$ cat config.mk
export PLATFORM = sky130hd
export DESIGN_NAME = nib_hdr_parity
export DESIGN_NICKNAME = d
export VERILOG_FILES = /design/src/rtl/cpg_pkg.sv /design/src/rtl/cpg_tx_gen.sv /design/src/rtl/cpg_rx_frame.sv /design/src/rtl/cpg_hold_line.sv /design/src/rtl/nib_hdr_parity.sv
export SDC_FILE = /design/constraint.sdc
export NUM_CORES = 1
export LEC_CHECK = 0
export BUFFER_PORTS_ARGS = -buffer_cell sky130_fd_sc_hd__buf_2
export CAP_MARGIN = 25
export CORE_ASPECT_RATIO = 1.1
export CORE_UTILIZATION = 40
export CTS_BUF_LIST = sky130_fd_sc_hd__clkbuf_4 sky130_fd_sc_hd__clkbuf_8
export CTS_CLUSTER_DIAMETER = 200
export DETAILED_ROUTE_END_ITERATION = 10
export PLACE_DENSITY_LB_ADDON = 0.12
export RECOVER_POWER = 100
export SLEW_MARGIN = 20
export SYNTH_ARGS = -nofsm -noshare
export SYNTH_HDL_FRONTEND = slang
export SYNTH_SLANG_ARGS = --single-unit
$ cat constraint.sdc
create_clock -name clk -period 1.9 [get_ports clk]
set_input_delay 0.19 -clock clk [delete_from_list [all_inputs] [get_ports clk]]
set_output_delay 0.19 -clock clk [all_outputs]
set_load 0.03 [all_outputs]
$ cat src/rtl/cpg_pkg.sv
// Shared types for the nibble header parity guard.
// Assumes a 4-bit data path; the slot carries one nibble through the hold line.
package cpg_pkg;
    localparam int NIB_W = 4;

    typedef struct packed {
        logic             vld;   // slot holds a nibble that may be output
        logic             soc;   // first nibble of a cell
        logic             held;  // belongs to a header still awaiting its verdict
        logic [NIB_W-1:0] nib;
    } cpg_slot_t;

    typedef enum logic [1:0] {
        FR_IDLE = 2'd0,
        FR_HDR  = 2'd1,
        FR_BODY = 2'd2
    } fr_state_e;
endpackage

$ cat src/rtl/cpg_tx_gen.sv
// Transmit-side parity inserter.
// Counts valid nibbles from each start marker and replaces bit 0 of header
// nibble HDR_NIBS so the header carries odd parity. Output is one register
// stage behind the input. Assumes HDR_NIBS >= 2.
module cpg_tx_gen
    import cpg_pkg::*;
#(
    parameter int HDR_NIBS = 12
) (
    input  logic             clk,
    input  logic             rst_n,
    input  logic             in_valid,
    input  logic             in_soc,
    input  logic [NIB_W-1:0] in_nib,
    output logic             out_valid,
    output logic             out_soc,
    output logic [NIB_W-1:0] out_nib
);
    localparam int PW = $clog2(HDR_NIBS + 1);
    localparam logic [PW-1:0] POS_DONE = PW'(HDR_NIBS);
    localparam logic [PW-1:0] POS_LAST = PW'(HDR_NIBS - 1);

    logic [PW-1:0]    pos_q;
    logic             acc_q;
    logic [PW-1:0]    cur_pos;
    logic             cur_acc;
    logic             in_hdr;
    logic [NIB_W-1:0] fixed_nib;

    // Position and running parity as seen by the nibble now on the input.
    always_comb begin
        cur_pos   = in_soc ? '0 : pos_q;
        cur_acc   = in_soc ? 1'b0 : acc_q;
        in_hdr    = in_valid && (cur_pos < POS_DONE);
        fixed_nib = {in_nib[NIB_W-1:1], ~(cur_acc ^ (^in_nib[NIB_W-1:1]))};
    end

    // Register the stream and track the header position.
    always_ff @(posedge clk) begin
        if (!rst_n) begin
            out_valid <= 1'b0;
            out_soc   <= 1'b0;
            out_nib   <= '0;
            pos_q     <= POS_DONE;
            acc_q     <= 1'b0;
        end else begin
            out_valid <= in_valid;
            out_soc   <= in_valid && in_soc;
            out_nib   <= (in_hdr && cur_pos == POS_LAST) ? fixed_nib : in_nib;
            if (in_hdr) begin
                pos_q <= cur_pos + 1'b1;
                acc_q <= cur_acc ^ (^in_nib);
            end
        end
    end
endmodule

$ cat src/rtl/cpg_rx_frame.sv
// Receive framing and parity verdict.
// Tracks the position inside the current cell and accumulates header parity.
// It tells the hold line which nibble to insert and when to release or kill
// held header slots. Assumes no idle cycle inside the header (a gap aborts)
// and CELL_LEN >= HDR_NIBS >= 2.
module cpg_rx_frame
    import cpg_pkg::*;
#(
    parameter int HDR_NIBS = 12,
    parameter int CELL_LEN = 106
) (
    input  logic             clk,
    input  logic             rst_n,
    input  logic             in_valid,
    input  logic             in_soc,
    input  logic [NIB_W-1:0] in_nib,
    input  logic             chk_dis,
    output cpg_slot_t        ins_slot,
    output logic             kill_held,
    output logic             release_held,
    output logic             fail_evt
);
    localparam int PW = $clog2(CELL_LEN + 1);
    localparam logic [PW-1:0] HDR_LAST  = PW'(HDR_NIBS - 1);
    localparam logic [PW-1:0] CELL_LAST = PW'(CELL_LEN - 1);

    fr_state_e     st_q;
    logic [PW-1:0] pos_q;
    logic          acc_q;
    logic          drop_q;

    logic start, hdr_go, hdr_gap, body_go, verdict, par_odd, bad;

    // Classify the current input against the framing state.
    always_comb begin
        start   = in_valid && in_soc;
        hdr_go  = in_valid && !in_soc && (st_q == FR_HDR);
        hdr_gap = !in_valid && (st_q == FR_HDR);
        body_go = in_valid && !in_soc && (st_q == FR_BODY);
        verdict = hdr_go && (pos_q == HDR_LAST);
        par_odd = acc_q ^ (^in_nib);
        bad     = verdict && !par_odd && !chk_dis;
    end

    // Build the slot entering the hold line and the release/kill controls.
    always_comb begin
        fail_evt      = bad;
        release_held  = verdict && !bad;
        kill_held     = (start && st_q == FR_HDR) || hdr_gap || bad;
        ins_slot.vld  = start || (hdr_go && !bad) || (body_go && !drop_q);
        ins_slot.soc  = start;
        ins_slot.held = start || (hdr_go && !verdict);
        ins_slot.nib  = in_nib;
    end

    // Advance the framing state, position and parity accumulator.
    always_ff @(posedge clk) begin
        if (!rst_n) begin
            st_q   <= FR_IDLE;
            pos_q  <= '0;
            acc_q  <= 1'b0;
            drop_q <= 1'b0;
        end else if (start) begin
            st_q  <= FR_HDR;
            pos_q <= PW'(1);
            acc_q <= ^in_nib;
        end else if (hdr_go) begin
            pos_q <= pos_q + 1'b1;
            acc_q <= par_odd;
            if (verdict) begin
                st_q   <= (CELL_LEN == HDR_NIBS) ? FR_IDLE : FR_BODY;
                drop_q <= bad;
            end
        end else if (hdr_gap) begin
            st_q <= FR_IDLE;
        end else if (body_go) begin
            pos_q <= pos_q + 1'b1;
            if (pos_q == CELL_LAST) begin
                st_q <= FR_IDLE;
            end
        end
    end
endmodule

$ cat src/rtl/cpg_hold_line.sv
// Fixed-delay hold line of DEPTH slots, advancing every cycle.
// Slots flagged as held can be invalidated (kill) or made final (release)
// while in flight. Assumes DEPTH equals the header length, so a header's
// first nibble reaches the last slot on the edge its verdict is applied.
module cpg_hold_line
    import cpg_pkg::*;
#(
    parameter int DEPTH = 12
) (
    input  logic      clk,
    input  logic      rst_n,
    input  cpg_slot_t ins_slot,
    input  logic      kill_held,
    input  logic      release_held,
    output cpg_slot_t tail_slot
);
    cpg_slot_t slot_q [DEPTH];
    cpg_slot_t slot_d [DEPTH];

    // Entry slot: the new nibble is never killed, but a release also covers it.
    assign slot_d[0] = '{vld:  ins_slot.vld,
                         soc:  ins_slot.soc,
                         held: ins_slot.held && !release_held,
                         nib:  ins_slot.nib};

    // Each later slot takes its neighbour, with the kill/release mask applied.
    for (genvar k = 1; k < DEPTH; k++) begin : g_stage
        assign slot_d[k] = '{vld:  slot_q[k-1].vld && !(kill_held && slot_q[k-1].held),
                             soc:  slot_q[k-1].soc,
                             held: slot_q[k-1].held && !kill_held && !release_held,
                             nib:  slot_q[k-1].nib};
    end

    // Shift the whole line once per cycle.
    always_ff @(posedge clk) begin
        if (!rst_n) begin
            for (int k = 0; k < DEPTH; k++) begin
                slot_q[k] <= '0;
            end
        end else begin
            slot_q <= slot_d;
        end
    end

    assign tail_slot = slot_q[DEPTH-1];
endmodule

$ cat src/rtl/nib_hdr_parity.sv
// Nibble cell header parity guard: transmit parity inserter plus receive
// checker that drops whole cells with even header parity.
// Receive latency is HDR_NIBS cycles for every forwarded nibble.
// Assumes a cell header arrives without idle cycles.
module nib_hdr_parity
    import cpg_pkg::*;
#(
    parameter int CELL_LEN = 106,
    parameter int HDR_NIBS = 12
) (
    input  logic             clk,
    input  logic             rst_n,
    input  logic             chk_dis,
    input  logic             fail_clr,
    input  logic             gen_in_valid,
    input  logic             gen_in_soc,
    input  logic [NIB_W-1:0] gen_in_nib,
    output logic             gen_out_valid,
    output logic             gen_out_soc,
    output logic [NIB_W-1:0] gen_out_nib,
    input  logic             rx_valid,
    input  logic             rx_soc,
    input  logic [NIB_W-1:0] rx_nib,
    output logic             out_valid,
    output logic             out_soc,
    output logic [NIB_W-1:0] out_nib,
    output logic             fail_flag
);
    cpg_slot_t ins_slot;
    cpg_slot_t tail_slot;
    logic      kill_held;
    logic      release_held;
    logic      fail_evt;

    cpg_tx_gen #(.HDR_NIBS(HDR_NIBS)) u_gen (
        .clk       (clk),
        .rst_n     (rst_n),
        .in_valid  (gen_in_valid),
        .in_soc    (gen_in_soc),
        .in_nib    (gen_in_nib),
        .out_valid (gen_out_valid),
        .out_soc   (gen_out_soc),
        .out_nib   (gen_out_nib)
    );

    cpg_rx_frame #(.HDR_NIBS(HDR_NIBS), .CELL_LEN(CELL_LEN)) u_frame (
        .clk          (clk),
        .rst_n        (rst_n),
        .in_valid     (rx_valid),
        .in_soc       (rx_soc),
        .in_nib       (rx_nib),
        .chk_dis      (chk_dis),
        .ins_slot     (ins_slot),
        .kill_held    (kill_held),
        .release_held (release_held),
        .fail_evt     (fail_evt)
    );

    cpg_hold_line #(.DEPTH(HDR_NIBS)) u_line (
        .clk          (clk),
        .rst_n        (rst_n),
        .ins_slot     (ins_slot),
        .kill_held    (kill_held),
        .release_held (release_held),
        .tail_slot    (tail_slot)
    );

    // Present the last slot of the hold line on the output ports.
    always_comb begin
        out_valid = tail_slot.vld;
        out_soc   = tail_slot.vld && tail_slot.soc;
        out_nib   = tail_slot.nib;
    end

    // Sticky failure flag; a new failure outranks a clear in the same cycle.
    always_ff @(posedge clk) begin
        if (!rst_n) begin
            fail_flag <= 1'b0;
        end else if (fail_evt) begin
            fail_flag <= 1'b1;
        end else if (fail_clr) begin
            fail_flag <= 1'b0;
        end
    end
endmodule

# --- After elaboration in Yosys (flattened, before gate mapping) ---
# Index checks and enable logic that the tools add are counted.
classes:
  n_mux: 17
  reduce_logical: 102
  n_eq_ne: 9
  bitwise: 6
  n_lt_le_gt_ge: 1
  add_sub_neg: 2
ops:
  columns: ["op", "n"]
  rows:
  - ["logical AND 1 bit", 60]
  - ["2-to-1 mux 7 bit", 3]
  - ["zero test 1 bit", 20]
  - ["2-to-1 mux 2 bit", 5]
  - ["AND reduction 3 bit", 3]
  - ["nonzero test 3 bit", 3]
  - ["2-to-1 mux 1 bit", 8]
  - ["nonzero test 4 bit", 2]
  - ["XOR reduction 4 bit", 2]
  - ["adder 7 x 1 -> 7 bit, second input constant", 1]
  - ["== test 7 x 4 -> 1 bit, second input constant", 1]
  - ["== test 7 bit, second input constant", 1]
  - ["nonzero test 2 bit", 3]
  - ["logical OR 1 bit", 5]
  - ["adder 4 x 1 -> 4 bit, second input constant", 1]
  - ["== test 4 bit, second input constant", 1]
  - ["< comparator 4 bit, second input constant", 1]
  - ["2-to-1 mux 4 bit", 1]
  - ["AND reduction 2 bit", 2]
  - ["inequality test 3 x 1 -> 1 bit, second input constant", 1]
  - ["inequality test 3 x 2 -> 1 bit, second input constant", 1]
  - ["inverter 1 bit", 3]
  - ["XOR reduction 3 bit", 1]
  - ["XOR 1 bit", 3]
  - ["5 further kinds", 5]
totals:
  word_cells: 196
  input_bits: 16
  ff_bits: 106
  output_inout_bits: 13

# --- Longest topological paths before layout ---
# Gate-level depths: netlist (run 1).
logic_depth:
  depth_word: 10
  depth_mapped: 6
  mapped_depth_nobuf: 6

# --- Modules after synthesis ---
# From an unflattened synthesis (run 1), not the netlist that was laid out.
hier_totals:
  cells_unflattened: 332
  area_unflattened_um2: 3641.0
modules_own_cells:
  columns: ["mod", "cells_per_inst", "area_each_um2", "instances"]
  rows:
  - ["cpg_hold_line", 198, 2416.1, 1]
  - ["cpg_rx_frame", 82, 701.9, 1]
  - ["cpg_tx_gen", 48, 475.5, 1]
  - ["nib_hdr_parity", 4, 47.5, 1]

# --- Worst setup path before layout (run 1) ---
# Ideal clock, no wire load.
synth_path:
  path_type: "register to register"
  startpoint: "register u_frame.pos_q[0]"
  endpoint: "register u_line.slot_q[13] (netlist bit)"
  setup_slack_ps: 294
  arrival_time_ps: 1490
  required_time_ps: 1784
  path_stages_with_launch: 7
  path_buffers: 1
  cell_sequence: "dfxtp_1 -> ha_1 -> nor3b_1 -> nand3_1 -> o31ai_2 -> buf_6 -> a21oi_1"
synth_between:
  elab_chain_cells: 8
synth_rtl:
  columns: ["item", "line", "text"]
  rows:
  - ["from (decl)", "cpg_rx_frame.sv:28", "logic [PW-1:0] pos_q;"]
  - ["from (signal assigned)", "cpg_rx_frame.sv:68", "pos_q <= pos_q + 1'b1;"]
  - ["from (signal assigned)", "cpg_rx_frame.sv:77", "pos_q <= pos_q + 1'b1;"]
  - ["== test 7 x 4 -> 1 bit", "cpg_rx_frame.sv:40", "verdict = hdr_go && (pos_q == HDR_LAST);"]
  - ["logical AND 1 bit", "cpg_rx_frame.sv:40", null]
  - ["logical AND 1 bit (2 in series)", "cpg_rx_frame.sv:42", "bad = verdict && !par_odd && !chk_dis;"]
  - ["logical OR 1 bit", "cpg_rx_frame.sv:49", "kill_held = (start && st_q == FR_HDR) || hdr_gap || bad;"]
  - ["logical AND 1 bit", "cpg_hold_line.sv:28", "assign slot_d[k] = '{vld: slot_q[k-1].vld && !(kill_held && slot_q[k-1].held),"]
  - ["zero test 1 bit", "cpg_hold_line.sv:28", null]
  - ["logical AND 1 bit", "cpg_hold_line.sv:28", null]
  - ["to (signal assigned)", "cpg_hold_line.sv:41", "slot_q <= slot_d;"]
  - ["to (decl)", "cpg_hold_line.sv:17", "cpg_slot_t slot_q [DEPTH];"]
# Every way passes these cells.
# A chain may end at the register's enable or synchronous reset.

# --- Final worst setup path (run 1) ---
layout_path:
  startpoint: "register u_frame.pos_q[0]"
  endpoint: "register u_line.slot_q (netlist bit u_line.tail_slot[6])"
# Same word-level chain as after synthesis.

==> metrics, run 1 <==
Top Ports=29; global-route wire length before repair=8300 µm; P_leak=around 1.5 nW; Slew HR=between 30% and 40%; Num CTS Buffers=9; routability cong.=about 0.84; vias in the first global route=around 1900; Power Dens Cells=982 nW/µm²; post-CTS setup buffer count=0; Peak supply drop=0.459 mV; #FFs+latches synth=106; Slew Viols, Final=0; Vias=around 2100; Antenna Cells=0; post-DP HPWL=~3200 µm; Overflow after GRT=0; Routed Antenna Nets=0; clk_lat worst skew=between 0.3 and 0.4 ns; ys flop type=dfxtp_1; CP Launch Type=flip-flop; WP buf/inv=1; Routed WL=4930 µm; share of cells above drive strength 1=between 10 and 15%; fmax=0.599 GHz; Syn Nets=337; Hold WS=0.0497 ns; setup TNS=0 ns; Synth Instances=about 320; # H-tree levels=3; Starting Density=41.3%; Slew @ Worst Pin=0.938 ns; Synth area leaders=dfxtp_1, and2_1, a21oi_1; # rows=35; commonest non-fill, non-tap cell in the layout=dfxtp_1; Synth area leader=dfxtp_1; most frequent cells in the layout=dfxtp_1, and2_1, nand2_1, a21oi_1, and2_0; Crit Path Class=reg2reg; Slowest Stage Delay on Critical Path=between 0.4 and 0.5 ns; CTS Root Cell=clkbuf_8; synth warn=0; TritonRoute pass-1 iters=4; highest net fanout along the worst path=11; Final Setup Violations=0; fin area=approximately 3800 µm²; crit path capture type=flip-flop; # DRC=0; synthesized cell area=approximately 3500 µm²; PortBufs=28; final net count=approximately 360; Final min period=1.67 ns; Worst Skew=roughly 0.012 ns; Fillers=~850; Cell Area, Placed=approximately 3700 µm²; Worst Path Required=2.15 ns; routed vias/inst=between 4 and 5; Die Y=between 90 and 100 µm; Worst R2R Setup Slack=between 0.2 and 0.25 ns; register area share after synthesis=approximately three fifths; Crit path max-delay family=simple AND/OR/NAND/NOR gates; initial antenna violation count=1; core area=8410 µm²; Hold Vio Cnt, Final=0; All-Layer GR Usage=between 10% and 20%; Cell variety after synth=43; RSZ-0062 raised after global routing=no; Hold Crit Class=in2reg; CTS sink count=approximately 110; CP arrival=between 1.5 and 2 ns; max_cap viols=0; Yosys top cell area share=61.1%; largest net degree at the start of global routing=40; Post-synth ARST share=0%; CTS Buffer Depth=2; die area=about 9100 µm²; CTS tree=built; Area Overhead vs Synth=10.6%; post-route clock period utilization=between 80 and 90%; area of the multi-input gates=approximately 1200 µm²; CP max stage cell=dfxtp_1; drt initial violations=~50; outcome=completed; Mean Syn Cell Area=around 11 µm²; Die X=between 90 and 100 µm; cells along the critical path=ha_1, nor3b_2, nand3_1, o31ai_2, buf_4, a21oi_1; Reg area=between 2000 and 2500 µm²; EDFF count, synth=0; post-DR wirelength/cell=10.7 µm; Clock transition at path regs=0.10 ns
[kinds of logic after synthesis]
kind of cell | count (synthesis) | share of synthesized area [%]
buffers and inverters | 19 | 3.42
and+or+nand+nor | 139 | 23.5
AOI/OAI and AO/OA | 37 | 6.52
muxes | 1 | 0.288
DFF | 106 | 61.1
adders and majority gates | 3 | 1.08
xor gates and xnor gates | 13 | 4.14
[repair_timing]
item | in CTS | in global routing
hold buffers | 0 | 0
resized for setup | 0 | 1
endpoints found under the setup margin | 0 | 17
[power breakdown]
group          internal (mW)  total, mW  switching (mW)
clock                  0.524       1.30           0.781
sequential              2.26       2.28          0.0157
combinational         0.0782      0.191           0.113
[through the flow]
step                instances  util (%)  worst slack (ns)  power [mW]
global route              460      45.7            0.0308        3.95
detailed placement        444      43.7             0.139        2.53
floorplan                 318         -             0.294        2.47
CTS                       460      46.0             0.102        3.84
finish                    460      45.7             0.229        3.77
global placement          444      43.7             0.176        2.53
[flip-flops by register name, indices dropped and copies added (netlist names), 2 cells and up]
| register | flops |
|---|---|
| u_line.slot_d | 55 |
| u_frame.st_q | 2 |
| u_gen.pos_q | 4 |
| u_line.slot_q | 22 |
| u_line.tail_slot | 6 |
| u_gen.out_nib | 4 |
| u_frame.pos_q | 7 |
[per-layer routing]
layer	vias up	part of all wire, %	GRT usage [%]
met5	-	0.26	0
met3	12	4.8	3.21
met1	955	49	13.9
met2	38	44	18.8
li1	1079	-	-
met4	2	2.5	7.69
[path summary, 6_finish.rpt]
check                                        from             endpoint  cells past startpoint
worst max register to register   u_frame.pos_q[0]  u_line.tail_slot[6]                      6
worst min register to register  u_line.slot_q[11]  u_line.tail_slot[6]                      1
worst max-delay path             u_frame.pos_q[0]  u_line.tail_slot[6]                      6
worst min-delay path                    rx_nib[2]    u_line.slot_d[72]                      2
[synthesized netlist by cell type (2+ instances only)]
cell,count
nand3_1,4
dfxtp_1,106
nand4b_1,2
nor4_1,3
xnor2_1,11
nor3b_1,3
nor2b_1,4
and2_1,75
o21a_1,3
a21oi_1,20
and3_1,3
nand2b_1,3
o21ai_0,5
nor2_1,12
buf_6,2
buf_4,5
clkbuf_1,7
nor3_1,3
nand3b_1,2
nand2_1,20
ha_1,3
[final cells by class]
class | instances | share of cell area (%)
Clock buffer | 10 | 3.42
Inverter | 2 | 0.195
Sequential cell | 106 | 55.2
Tap cell | 111 | 3.61
Multi-Input combinational cell | 193 | 32.2
Timing Repair Buffer | 32 | 3.71
Clock inverter | 6 | 1.63
Note: power is estimated with default switching activity, not from simulation.
==> inputs of run 2 (changes only) <==
--- a/config.mk
+++ b/config.mk
@@ -9,11 +9,10 @@
 export CAP_MARGIN = 25
 export CORE_ASPECT_RATIO = 1.1
 export CORE_UTILIZATION = 40
-export CTS_BUF_LIST = sky130_fd_sc_hd__clkbuf_4 sky130_fd_sc_hd__clkbuf_8
+export CTS_BUF_LIST = sky130_fd_sc_hd__clkbuf_4 sky130_fd_sc_hd__clkbuf_8 sky130_fd_sc_hd__clkbuf_16
 export CTS_CLUSTER_DIAMETER = 200
 export DETAILED_ROUTE_END_ITERATION = 10
 export PLACE_DENSITY_LB_ADDON = 0.12
-export RECOVER_POWER = 100
 export SLEW_MARGIN = 20
 export SYNTH_ARGS = -nofsm -noshare
 export SYNTH_HDL_FRONTEND = slang
==> run 2 against run 1 <==
Against the previous run:
- sequential share of layout area fell by 0.39 points
- non-clock buffer count unchanged
- clock-buffer cell count unchanged
- clock skew hardly changed
- largest power group unchanged
==> metrics, run 2 (synthesis results as in run 1) <==
outcome=completed; TritonRoute pass-1 iters=4 (unchanged); Hold Vio Cnt, Final=0 (unchanged); Die X=90.8 µm (unchanged); CTS Buffer Depth=2 (unchanged); Antenna Cells=0 (unchanged); post-DR wirelength/cell=10.7 µm (about the same); post-cts hold buffer count=0 (unchanged); fin area=3870 µm² (+0.72%); # DRC=0 (unchanged); post-CTS setup buffer count=0 (unchanged); Clock transition at path regs=0.10 ns (about the same); Peak supply drop=0.460 mV (+0.11%); clk_lat worst skew=0.36 ns (about the same); P_sw=0.913 mW (+0.37%); post-route clock period utilization=87.9% (about the same); initial antenna violation count=1 (unchanged); # rows=35 (unchanged); crit path capture type=flip-flop; Die Y=99.7 µm (unchanged); CTS sink count=106 (unchanged); Sw Ratio=24.1% (+0.035 points); die area=9060 µm² (unchanged); largest net degree at the start of global routing=40 (unchanged); crit path launch=u_frame.pos_q[0]; vias in the first global route=1881 (unchanged); Starting Density=41.3% (unchanged); Top Ports=29 (unchanged); drt initial violations=51 (unchanged); Worst R2R Setup Slack=0.23 ns (about the same); fmax=0.599 GHz (about the same); Overflow after GRT=0 (unchanged); RR Startpoint=u_frame.pos_q[0]; CP Launch Type=flip-flop; Vias=2083 (-0.14%); Final Setup Violations=0 (unchanged); clock share of power=34.6% (about the same); Worst Skew=0.0116 ns (-0.000457 ns); highest net fanout along the worst path=11 (unchanged); Area Overhead vs Synth=11.4%; routed vias/inst=4.53 (-0.14%); Slew @ Worst Pin=0.477 ns (-0.460 ns); PortBufs=28 (unchanged); Routed Antenna Nets=0 (unchanged); Slew Viols, Final=0 (unchanged); global-route wire length before repair=8300 µm (unchanged); post-DP HPWL=3160 µm (unchanged); setup TNS=0 ns (unchanged); hold path startpoint=rx_nib[2]; combinational share of power=5.2% (about the same); Seq pwr share=60.2% (-0.2 points); Routed WL=4930 µm (about the same); final net count=363 (unchanged); share of cells above drive strength 1=15.8% (+4.6 points); CTS Root Cell=clkbuf_8; P_leak=1.59 nW (+5.4%); Hold Crit Class=in2reg; max reg flops=55 (unchanged); max_cap viols=0 (unchanged); CTS tree=built; CP arrival=1.92 ns (about the same); Worst Path Required=2.15 ns (about the same); Num CTS Buffers=9 (unchanged); # H-tree levels=3 (unchanged); Slew HR=68.0% (+30 points); most frequent cells in the layout=dfxtp_1, and2_1, buf_2; RSZ-0062 raised after global routing=no; Final min period=1.67 ns (-0.00112 ns); Cell Area, Placed=3670 µm² (unchanged); routability cong.=0.841 (unchanged); Final Total Pwr=3.78 mW (+0.22%); All-Layer GR Usage=11.8% (unchanged); core area=8410 µm² (unchanged); internal power=2.87 mW (+0.18%); Power Dens Cells=977 nW/µm² (-0.49%); commonest non-fill, non-tap cell in the layout=dfxtp_1; Crit Path Class=reg2reg
-- run 2: changes by cell type in the layout (fill, tap and decap cells not counted) --
cell,delta
and2_0,-18
clkbuf_2,-1
buf_4,+3
buf_2,+14
clkbuf_1,-16
and2_1,+18
-- run 2: path summary, 6_finish.rpt --
kind	end	cells past startpoint
worst min-delay path	u_line.slot_d[72]	2
worst max-delay path	u_line.tail_slot[6]	6
worst max register to register	u_line.tail_slot[6]	6
worst min register to register	u_line.tail_slot[6]	1
-- run 2: power groups by stage --
stage | logic, mW | registers, mW | clock network [mW]
2_1_floorplan | 0.132 | 2.34 | 0
3_3_place_gp | 0.198 | 2.33 | 0
3_5_place_dp | 0.199 | 2.33 | 0
4_1_cts | 0.201 | 2.28 | 1.36
5_1_grt | 0.220 | 2.28 | 1.45
6_report | 0.196 | 2.28 | 1.31
-- run 2: timing repair --
action / CTS / global route
endpoints found under the setup margin: 0 / 17
hold endpoints to repair: 0 / 0
resized for setup: 0 / 1
-- run 2: area by class of cell --
cell class | count | area [µm²]
fillers | 841 | 4540
inverters | 2 | 7.51
well taps | 111 | 139
clock inverters | 6 | 62.6
multi-input cells | 193 | 1240
flip-flops and latches | 106 | 2120
repair buffers | 32 | 170
clock buffers | 10 | 131
-- run 2: per-stage QoR --
step / worst slack, ns / hold WS [ns] / instances / utilization, %
after CTS: 0.102 / 0.0379 / 460 / 46.0
after floorplan: 0.294 / 0.312 / 318 / -
final: 0.230 / 0.0483 / 460 / 46.0
after global placement: 0.176 / 0.384 / 444 / 43.7
after detailed placement: 0.139 / 0.403 / 444 / 43.7
after global routing: 0.0308 / 0.0344 / 460 / 46.0
-- run 2: worst max-delay path: stages (launching register included) --
cell,delay (ns)
dfxtp_1,0.41
ha_1,0.21
nor3b_2,0.22
nand3_1,0.19
o31ai_2,0.24
buf_4,0.21
a21oi_1,0.08
-- run 2: routing by layer --
layer,GRT usage (%),vias to the layer above,part of all wire [%]
li1,-,1080,-
met1,13.9,955,49
met2,18.8,34,44
met3,3.21,12,4.4
met4,7.69,2,2.5
met5,0,-,0.26
